--- config.mk ---
export PLATFORM = sky130hd
export DESIGN_NAME = lfsr_zcounter
export DESIGN_NICKNAME = d
export VERILOG_FILES = /design/src/rtl/lfsr_zcounter_pkg.sv /design/src/rtl/lfsrz_parity.sv /design/src/rtl/lfsrz_zero_fix.sv /design/src/rtl/lfsr_zcounter.sv
export SDC_FILE = /design/constraint.sdc
export NUM_CORES = 1
export LEC_CHECK = 0
export ABC_CLOCK_PERIOD_IN_PS = 1500
export BUFFER_PORTS_ARGS = -buffer_cell sky130_fd_sc_hd__buf_2
export CORE_AREA = 4 4 41 43
export DETAILED_ROUTE_END_ITERATION = 7
export DIE_AREA = 0 0 45 47
export HOLD_SLACK_MARGIN = 0.02
export PLACE_DENSITY_LB_ADDON = 0.25
export SYNTH_ARGS = -nofsm -noshare
export SYNTH_HDL_FRONTEND = slang
export SYNTH_HIERARCHICAL = 1
export SYNTH_SLANG_ARGS = --single-unit
--- constraint.sdc ---
create_clock -name clk -period 1.5 [get_ports clk]
set_clock_uncertainty 0.1 [all_clocks]
set_input_delay 0.15 -clock clk [delete_from_list [all_inputs] [get_ports clk]]
set_output_delay 0.15 -clock clk [all_outputs]
set_load 0.01 [all_outputs]
--- src/rtl/lfsr_zcounter_pkg.sv ---
package lfsr_zcounter_pkg;

    localparam int MIN_WIDTH = 2;
    localparam int MAX_WIDTH = 16;

    typedef enum logic [1:0] {
        OP_HOLD  = 2'd0,
        OP_SHIFT = 2'd1,
        OP_SEED  = 2'd2
    } lfsr_op_e;

    // Bit i set: stage X_i joins the parity that feeds the top stage.
    function automatic logic [MAX_WIDTH-1:0] tap_mask(input int width);
        logic [MAX_WIDTH-1:0] m;
        case (width)
            2:       m = 16'h0003;
            3:       m = 16'h0003;
            4:       m = 16'h0003;
            5:       m = 16'h0005;
            6:       m = 16'h0003;
            7:       m = 16'h0009;
            8:       m = 16'h001D;
            9:       m = 16'h0011;
            10:      m = 16'h0009;
            11:      m = 16'h0005;
            12:      m = 16'h0053;
            13:      m = 16'h001B;
            14:      m = 16'h0443;
            15:      m = 16'h0003;
            16:      m = 16'h0039;
            default: m = '0;
        endcase
        return m;
    endfunction

endpackage

--- src/rtl/lfsrz_parity.sv ---
module lfsrz_parity #(
    parameter int              W    = 8,
    parameter logic [W-1:0]    TAPS = {W{1'b1}}
) (
    input  logic [W-1:0] stages,
    output logic         fb
);
    logic [W-1:0] picked;

    for (genvar i = 0; i < W; i++) begin : g_pick
        if (TAPS[i]) begin : g_on
            assign picked[i] = stages[i];
        end else begin : g_off
            assign picked[i] = 1'b0;
        end
    end

    assign fb = ^picked;
endmodule

--- src/rtl/lfsrz_zero_fix.sv ---
module lfsrz_zero_fix #(
    parameter int W = 8
) (
    input  logic [W-1:0] stages,
    output logic         flip
);
    // All stages that remain after the shift are zero.
    assign flip = ~|stages[W-1:1];
endmodule

--- src/rtl/lfsr_zcounter.sv ---
module lfsr_zcounter
    import lfsr_zcounter_pkg::*;
#(
    parameter int WIDTH      = 8,
    parameter bit ZERO_STATE = 1'b1
) (
    input  logic             clk,
    input  logic             rst,
    input  logic             en,
    output logic [WIDTH-1:0] state
);
    localparam logic [MAX_WIDTH-1:0] TAP_FULL = tap_mask(WIDTH);
    localparam logic [WIDTH-1:0]     TAPS     = TAP_FULL[WIDTH-1:0];
    localparam logic [WIDTH-1:0]     SEED     = {{(WIDTH-1){1'b0}}, 1'b1};
    localparam logic [WIDTH-1:0]     TOP_ONLY = {1'b1, {(WIDTH-1){1'b0}}};

    lfsr_op_e         op;
    logic [WIDTH-1:0] cur_q;
    logic [WIDTH-1:0] nxt;
    logic             fb_lin;
    logic             fb_fix;

    lfsrz_parity #(.W(WIDTH), .TAPS(TAPS)) u_parity (
        .stages (cur_q),
        .fb     (fb_lin)
    );

    if (ZERO_STATE) begin : g_zero
        lfsrz_zero_fix #(.W(WIDTH)) u_zero_fix (
            .stages (cur_q),
            .flip   (fb_fix)
        );
    end else begin : g_plain
        assign fb_fix = 1'b0;
    end

    always_comb begin
        if (rst)     op = OP_SEED;
        else if (en) op = OP_SHIFT;
        else         op = OP_HOLD;
    end

    always_comb begin
        unique case (op)
            OP_SEED:  nxt = SEED;
            OP_SHIFT: nxt = {fb_lin ^ fb_fix, cur_q[WIDTH-1:1]};
            OP_HOLD:  nxt = cur_q;
            default:  nxt = cur_q;
        endcase
    end

    always_ff @(posedge clk) begin
        cur_q <= nxt;
    end

    always_comb begin
        state = cur_q;
    end

    AST_SEED_LOAD: assert property (@(posedge clk)
        rst |=> state == SEED);
    AST_HOLD_STILL: assert property (@(posedge clk) disable iff (rst)
        !en |=> $stable(state));
    AST_SHIFT_DOWN: assert property (@(posedge clk) disable iff (rst)
        en |=> state[WIDTH-2:0] == $past(state[WIDTH-1:1]));

    if (ZERO_STATE) begin : g_zero_chk
        AST_ZERO_ENTRY: assert property (@(posedge clk) disable iff (rst)
            (en && state == SEED) |=> state == '0);
        AST_ZERO_EXIT: assert property (@(posedge clk) disable iff (rst)
            (en && state == '0) |=> state == TOP_ONLY);
    end else begin : g_plain_chk
        AST_NO_LOCKUP: assert property (@(posedge clk) disable iff (rst)
            !$past(rst) |-> state != '0);
    end
endmodule

==> results of run 1 <==
cells in the final DEF (no fill, tap or decap):
| cell type | synthesis | routed |
|---|---|---|
| and2_1 | 7 | 7 |
| edfxtp_1 | 8 | 8 |
| buf_2 | 0 | 10 |
| nand2b_1 | 1 | 1 |
| or4_4 | 0 | 1 |
| nor2b_4 | 1 | 1 |
| nor4_4 | 0 | 1 |
| xnor2_1 | 2 | 2 |
| xor2_1 | 2 | 2 |
| clkbuf_4 | 0 | 3 |
| buf_4 | 0 | 4 |
| or2_2 | 1 | 1 |
through the flow:
stage / area (um2) / total power [mW]
2_1_floorplan: 365 / 0.322
3_3_place_gp: 457 / 0.356
3_5_place_dp: 457 / 0.357
4_1_cts: 492 / 0.531
5_1_grt: 499 / 0.549
6_report: 499 / 0.522
report_power, final:
part | internal [mW] | switching [mW]
sequential | 0.264 | 0.0129
clock | 0.0912 | 0.0679
combinational | 0.0468 | 0.0385
area by class of cell:
cell class	instances	area (um2)	area share, %
Clock buffer	3	22.5	4.51
Multi-Input combinational cell	16	138	27.6
Sequential cell	8	240	48.1
Tap cell	15	18.8	3.76
Timing Repair Buffer	14	80.1	16.0
cell usage after synthesis:
cell type	count
nor2b_4	1
xor2_1	2
nor4_2	1
or2_2	1
or4_1	1
nand2b_1	1
xnor2_1	2
edfxtp_1	8
and2_1	7
per-layer routing:
metal	vias up	part of all wire (%)	wire, um	global-route usage [%]
li1	123	-	-	-
met1	110	43	285	8.02
met2	8	48	312	9.60
met3	0	8.8	58	2.30
met4	0	0	0	7.02
met5	-	0	0	0
repair_timing:
| action | 4_1_cts | 5_1_grt |
|---|---|---|
| resized for setup | 2 | 0 |
| setup endpoints to repair | 1 | 1 |
| setup buffers | 0 | 1 |
| pin swaps | 0 | 0 |
path summary, 6_finish.rpt:
path,startpoint,to,slack (ns),cells past startpoint
max,state[5]$_SDFFCE_PP0P_,state[7]$_SDFFCE_PP0P_,-0.21,4
min,rst,state[0]$_SDFFCE_PP1P_,0.13,3
max reg2reg,state[5]$_SDFFCE_PP0P_,state[7]$_SDFFCE_PP0P_,-0.21,4
min reg2reg,state[5]$_SDFFCE_PP0P_,state[4]$_SDFFCE_PP0P_,0.49,1
logic make-up (layout without fill, tap and decap cells):
logic type,Yosys count,in the layout,share of synthesized area (%)
xor gates and xnor gates,4,4,9.59
buffers and inverters,0,17,0
and+or+nand+nor,12,12,24.7
DFF,8,8,65.8
worst max-delay path, delay by kind of cell, from the launching register on:
kind	cells	cell delay [ns]
AND/OR/NAND/NOR	3	0.88
XOR/XNOR	1	0.09
flip-flops	1	0.40
==> flow_summary.yaml, run 1 <==
run_status:
  status: "complete, but fails checks"
  violations: "negative setup slack"
final_layout:
  antenna_cells: 0
  drive_above_1_share_pct: 51.2
  largest_reg_flops: 8
  fillerInstances: 138
  fin_nets: 46
  area_growth_pct: 36.6
  layout.cells.non_filler: 56
  fin_util_pct: 38.4
setup_path:
  cp_max_fo: 3
  cpPeakStageDelay_ns: 0.56
  crit_chain: "or4_4 -> nor4_4 -> xor2_1 -> and2_1"
  cp.required_ns: 1.40
  cp_slowest_cell: "or4_4"
  cp.arrival_ns: 1.61
  cp-start-kind: "flip-flop"
  endpoint_kind: "flip-flop"
  path_class: "flip-flop to flip-flop"
sta:
  hold_violations: 0
  period_share_pct: 114
  drv_slew: 0
  grt_setup_unrepaired: "yes"
  fin_hold_ws_ns: 0.128
  setup-violations-final: 1
  worst_slack_ns: -0.213
  fin_setup_tns_ns: -0.213
  fin_crit_ns: 1.71
  max_freq_mhz: 584
  worst_slew_pin_slew_ns: 0.211
  relSlewSlack_pct: 85.8
routing:
  firstDrtPassIters: 4
  postRouteAntennaNets: 0
  routedWlPerCell_um: 11.7
  routed_wirelength_um: 656
  drcViolationCount: 0
  first_iter_violations: 7
  vias_per_cell: 4.30
  num_vias: 241
clock_network:
  cts_max_level: 1
  cts.sinks: 8
  cts_tree: "built"
  clockBufferDepth: 2
  insertion_delay_ns: 0.25
  cts_hold_buf: 0
  cts_buffers: 3
  clk_pin_slew_worst_paths_ns: 0.05
  root_buffer: "clkbuf_4"
synthesis:
  synth_area_um2: 365
  ys_seq_elements: 8
  ys_warn_count: 6
  synth_top_area_share_pct: 65.8
  synth_nets: 27
  syn_inst: 24
  synth_largest_area_cell: "edfxtp_1"
  ys_types: 9
  ys_seq_area_share_pct: 65.8
  avgSynthCellArea_um2: 15.2
  synthTopCellsByArea: "edfxtp_1 (66%), and2_1 (12%), xnor2_1 (4.8%)"
floorplanning:
  die_w_um: 45
  fp.dieH_um: 47
  core_area_um2: 1300
  io_pins: 11
  dieArea_um2: 2120
  std_cell_rows: 13
  start_util_pct: 28.1
run:
  drv_cap: 0
placement:
  pre_cts_slack_ns: -0.225
  place_congestion: 0.697
  dpl.cell_count: 52
  io_buffer_count: 10
power_and_ir_drop:
  power.leakage_nw: 0.217
  power_density_nw_per_um2: 1050
  ir_drop_v: 0.000336
hold_path:
  hp-class: "input pin to flip-flop"
grt:
  grtUsageTotal_pct: 6.88
  grt_max_degree: 9
  gr-total-overflow: 0
  grt_pass1_wl_um: 952
  first_global_vias: 222
  antenna_found_initial: 0
(Power assumes the default switching activity.)
==> inputs of run 2 (changes only) <==
SETUP_SLACK_MARGIN = 0.3   (was unset)
==> run 2 against run 1 <==
  * The flow still finishes with violations (negative setup slack)
  * Core utilization up 2.9 points
  * Final cell count up 1.8%
  * Routed wire length up 4.0%
  * First-iteration DRC count unchanged
  * Global-route usage unchanged
  * Critical path depth stayed put
  * Worst setup slack better by 0.0033 ns
  * Clock power about the same
  * Sequential power barely moved
  * Die area unchanged
  * Largest cell class unchanged
==> flow_summary.yaml, run 2 (synthesized netlist as in run 1, its figures left out) <==
clock_network:
  cts.sinks: 8
  clockBufferDepth: 2
  insertion_delay_ns: 0.25
  root_buffer: "clkbuf_4"
  cts_buffers: 3
  cts_max_level: 1
  cts_hold_buf: 0
  clk_pin_slew_worst_paths_ns: 0.05
  cts_tree: "built"
placement:
  io_buffer_count: 10
  place_congestion: 0.697
  dpl.cell_count: 52
power_and_ir_drop:
  power_frac_seq_pct: 51.5
  combPwrFrac_pct: 18.7
  power.share.clock_pct: 29.8
  power.leakage_nw: 0.229
  p_sw_mw: 0.124
  intPower_mw: 0.416
  ir_drop_v: 0.000347
  power_density_nw_per_um2: 1010
  swShare_pct: 23.0
sta:
  relSlewSlack_pct: 86.1
  hold_violations: 0
  drv_slew: 0
  worst_slew_pin_slew_ns: 0.207
  fin_setup_tns_ns: -0.210
  fin_hold_ws_ns: 0.126
  period_share_pct: 114
  setup-violations-final: 1
  max_freq_mhz: 585
  worst_slack_ns: -0.210
  fin_crit_ns: 1.71
  grt_setup_unrepaired: "yes"
routing:
  postRouteAntennaNets: 0
  routedWlPerCell_um: 12.0
  firstDrtPassIters: 4
  num_vias: 242
  routed_wirelength_um: 682
  first_iter_violations: 7
  drcViolationCount: 0
  vias_per_cell: 4.25
setup_path:
  rr_worst_depth: 4
  cp_max_fo: 3
  timing.rr.start: "state[5]$_SDFFCE_PP0P_"
  endpoint_kind: "flip-flop"
  cp.required_ns: 1.40
  path_class: "flip-flop to flip-flop"
  r2r_setup_slack_ns: -0.21
  r2r-end: "state[7]$_SDFFCE_PP0P_"
  cp.arrival_ns: 1.61
  startpoint: "state[5]$_SDFFCE_PP0P_"
  cp-start-kind: "flip-flop"
hold_path:
  hold_path_startpoint: "rst"
  hold_path_depth: 3
  hp-class: "input pin to flip-flop"
  worstHoldEndpoint: "state[0]$_SDFFCE_PP1P_"
floorplanning:
  std_cell_rows: 13
  core_area_um2: 1300
  die_w_um: 45
  fp.dieH_um: 47
  dieArea_um2: 2120
  start_util_pct: 28.1
  io_pins: 11
run_status:
  violations: "negative setup slack"
  status: "complete, but fails checks"
final_layout:
  area_growth_pct: 46.9
  fillerInstances: 136
  fin_nets: 47
  layout_common_cells: "edfxtp_1 (8), and2_1 (7), buf_2 (7), buf_6 (6), clkbuf_4 (3)"
  drive_above_1_share_pct: 52.4
  antenna_cells: 0
  fin_util_pct: 41.3
  final_common_cell: "edfxtp_1"
  layout.cells.non_filler: 57
  largest_reg_flops: 8
grt:
  grtUsageTotal_pct: 6.88
  grt_pass1_wl_um: 952
  use_met1_pct: 8.02
  antenna_found_initial: 0
  first_global_vias: 222
  top_usage_layer: "met2"
  grt_use_met2_pct: 9.60
  grt_max_degree: 9
  gr-total-overflow: 0
  grt_use_met3_pct: 2.30
run:
  drv_cap: 0
-- run 2: how the worst max path moves through the flow --
stage | slack [ns] | endpoint
final | -0.21 | state[7]$_SDFFCE_PP0P_
after global routing | -0.27 | state[7]$_SDFFCE_PP0P_
after CTS | -0.22 | state[7]$_SDFFCE_PP0P_
after detailed placement | -0.23 | state[7]$_SDFFCE_PP0P_
after global placement | -0.20 | state[7]$_SDFFCE_PP0P_
after floorplan | -0.21 | state[7]$_SDFFCE_PP0P_
-- run 2: timing repair --
item,CTS,global route
gates cloned,0,0
gates resized for setup,2,7
pin swaps,0,0
buffers inserted,0,2
endpoints found under the setup margin,1,4
-- run 2: routing by layer --
metal	wire (um)	share of wire, %
met4	0	0
met2	330	48
met1	293	43
met5	0	0
met3	57	8.4
-- run 2: metrics by stage --
step / instance area (um2) / power (mW) / setup WS (ns)
2_1_floorplan: 365 / 0.322 / -0.213
3_3_place_gp: 457 / 0.356 / -0.201
3_5_place_dp: 457 / 0.357 / -0.225
4_1_cts: 492 / 0.531 / -0.215
5_1_grt: 537 / 0.566 / -0.272
6_report: 537 / 0.540 / -0.210
-- run 2: final cells by class --
cell class	count	area [um2]	area share [%]
tap	15	18.8	3.50
timing repair buffer	15	118	21.9
clock buffer	3	22.5	4.20
sequential	8	240	44.8
multi-input combinational	16	138	25.6
-- run 2: worst max-delay path, cell delays in order, from the launching register on --
cell and delay, ns:
edfxtp_1 0.40, or4_4 0.56, nor4_4 0.16, xor2_1 0.09, and2_1 0.16
-- run 2: power by group through the flow --
stage               Combinational [mW]  Sequential, mW  Clock, mW
floorplan                       0.0348           0.287          0
global placement                0.0771           0.279          0
detailed placement              0.0780           0.279          0
CTS                             0.0844           0.277      0.170
global route                     0.110           0.280      0.176
finish                           0.101           0.278      0.161
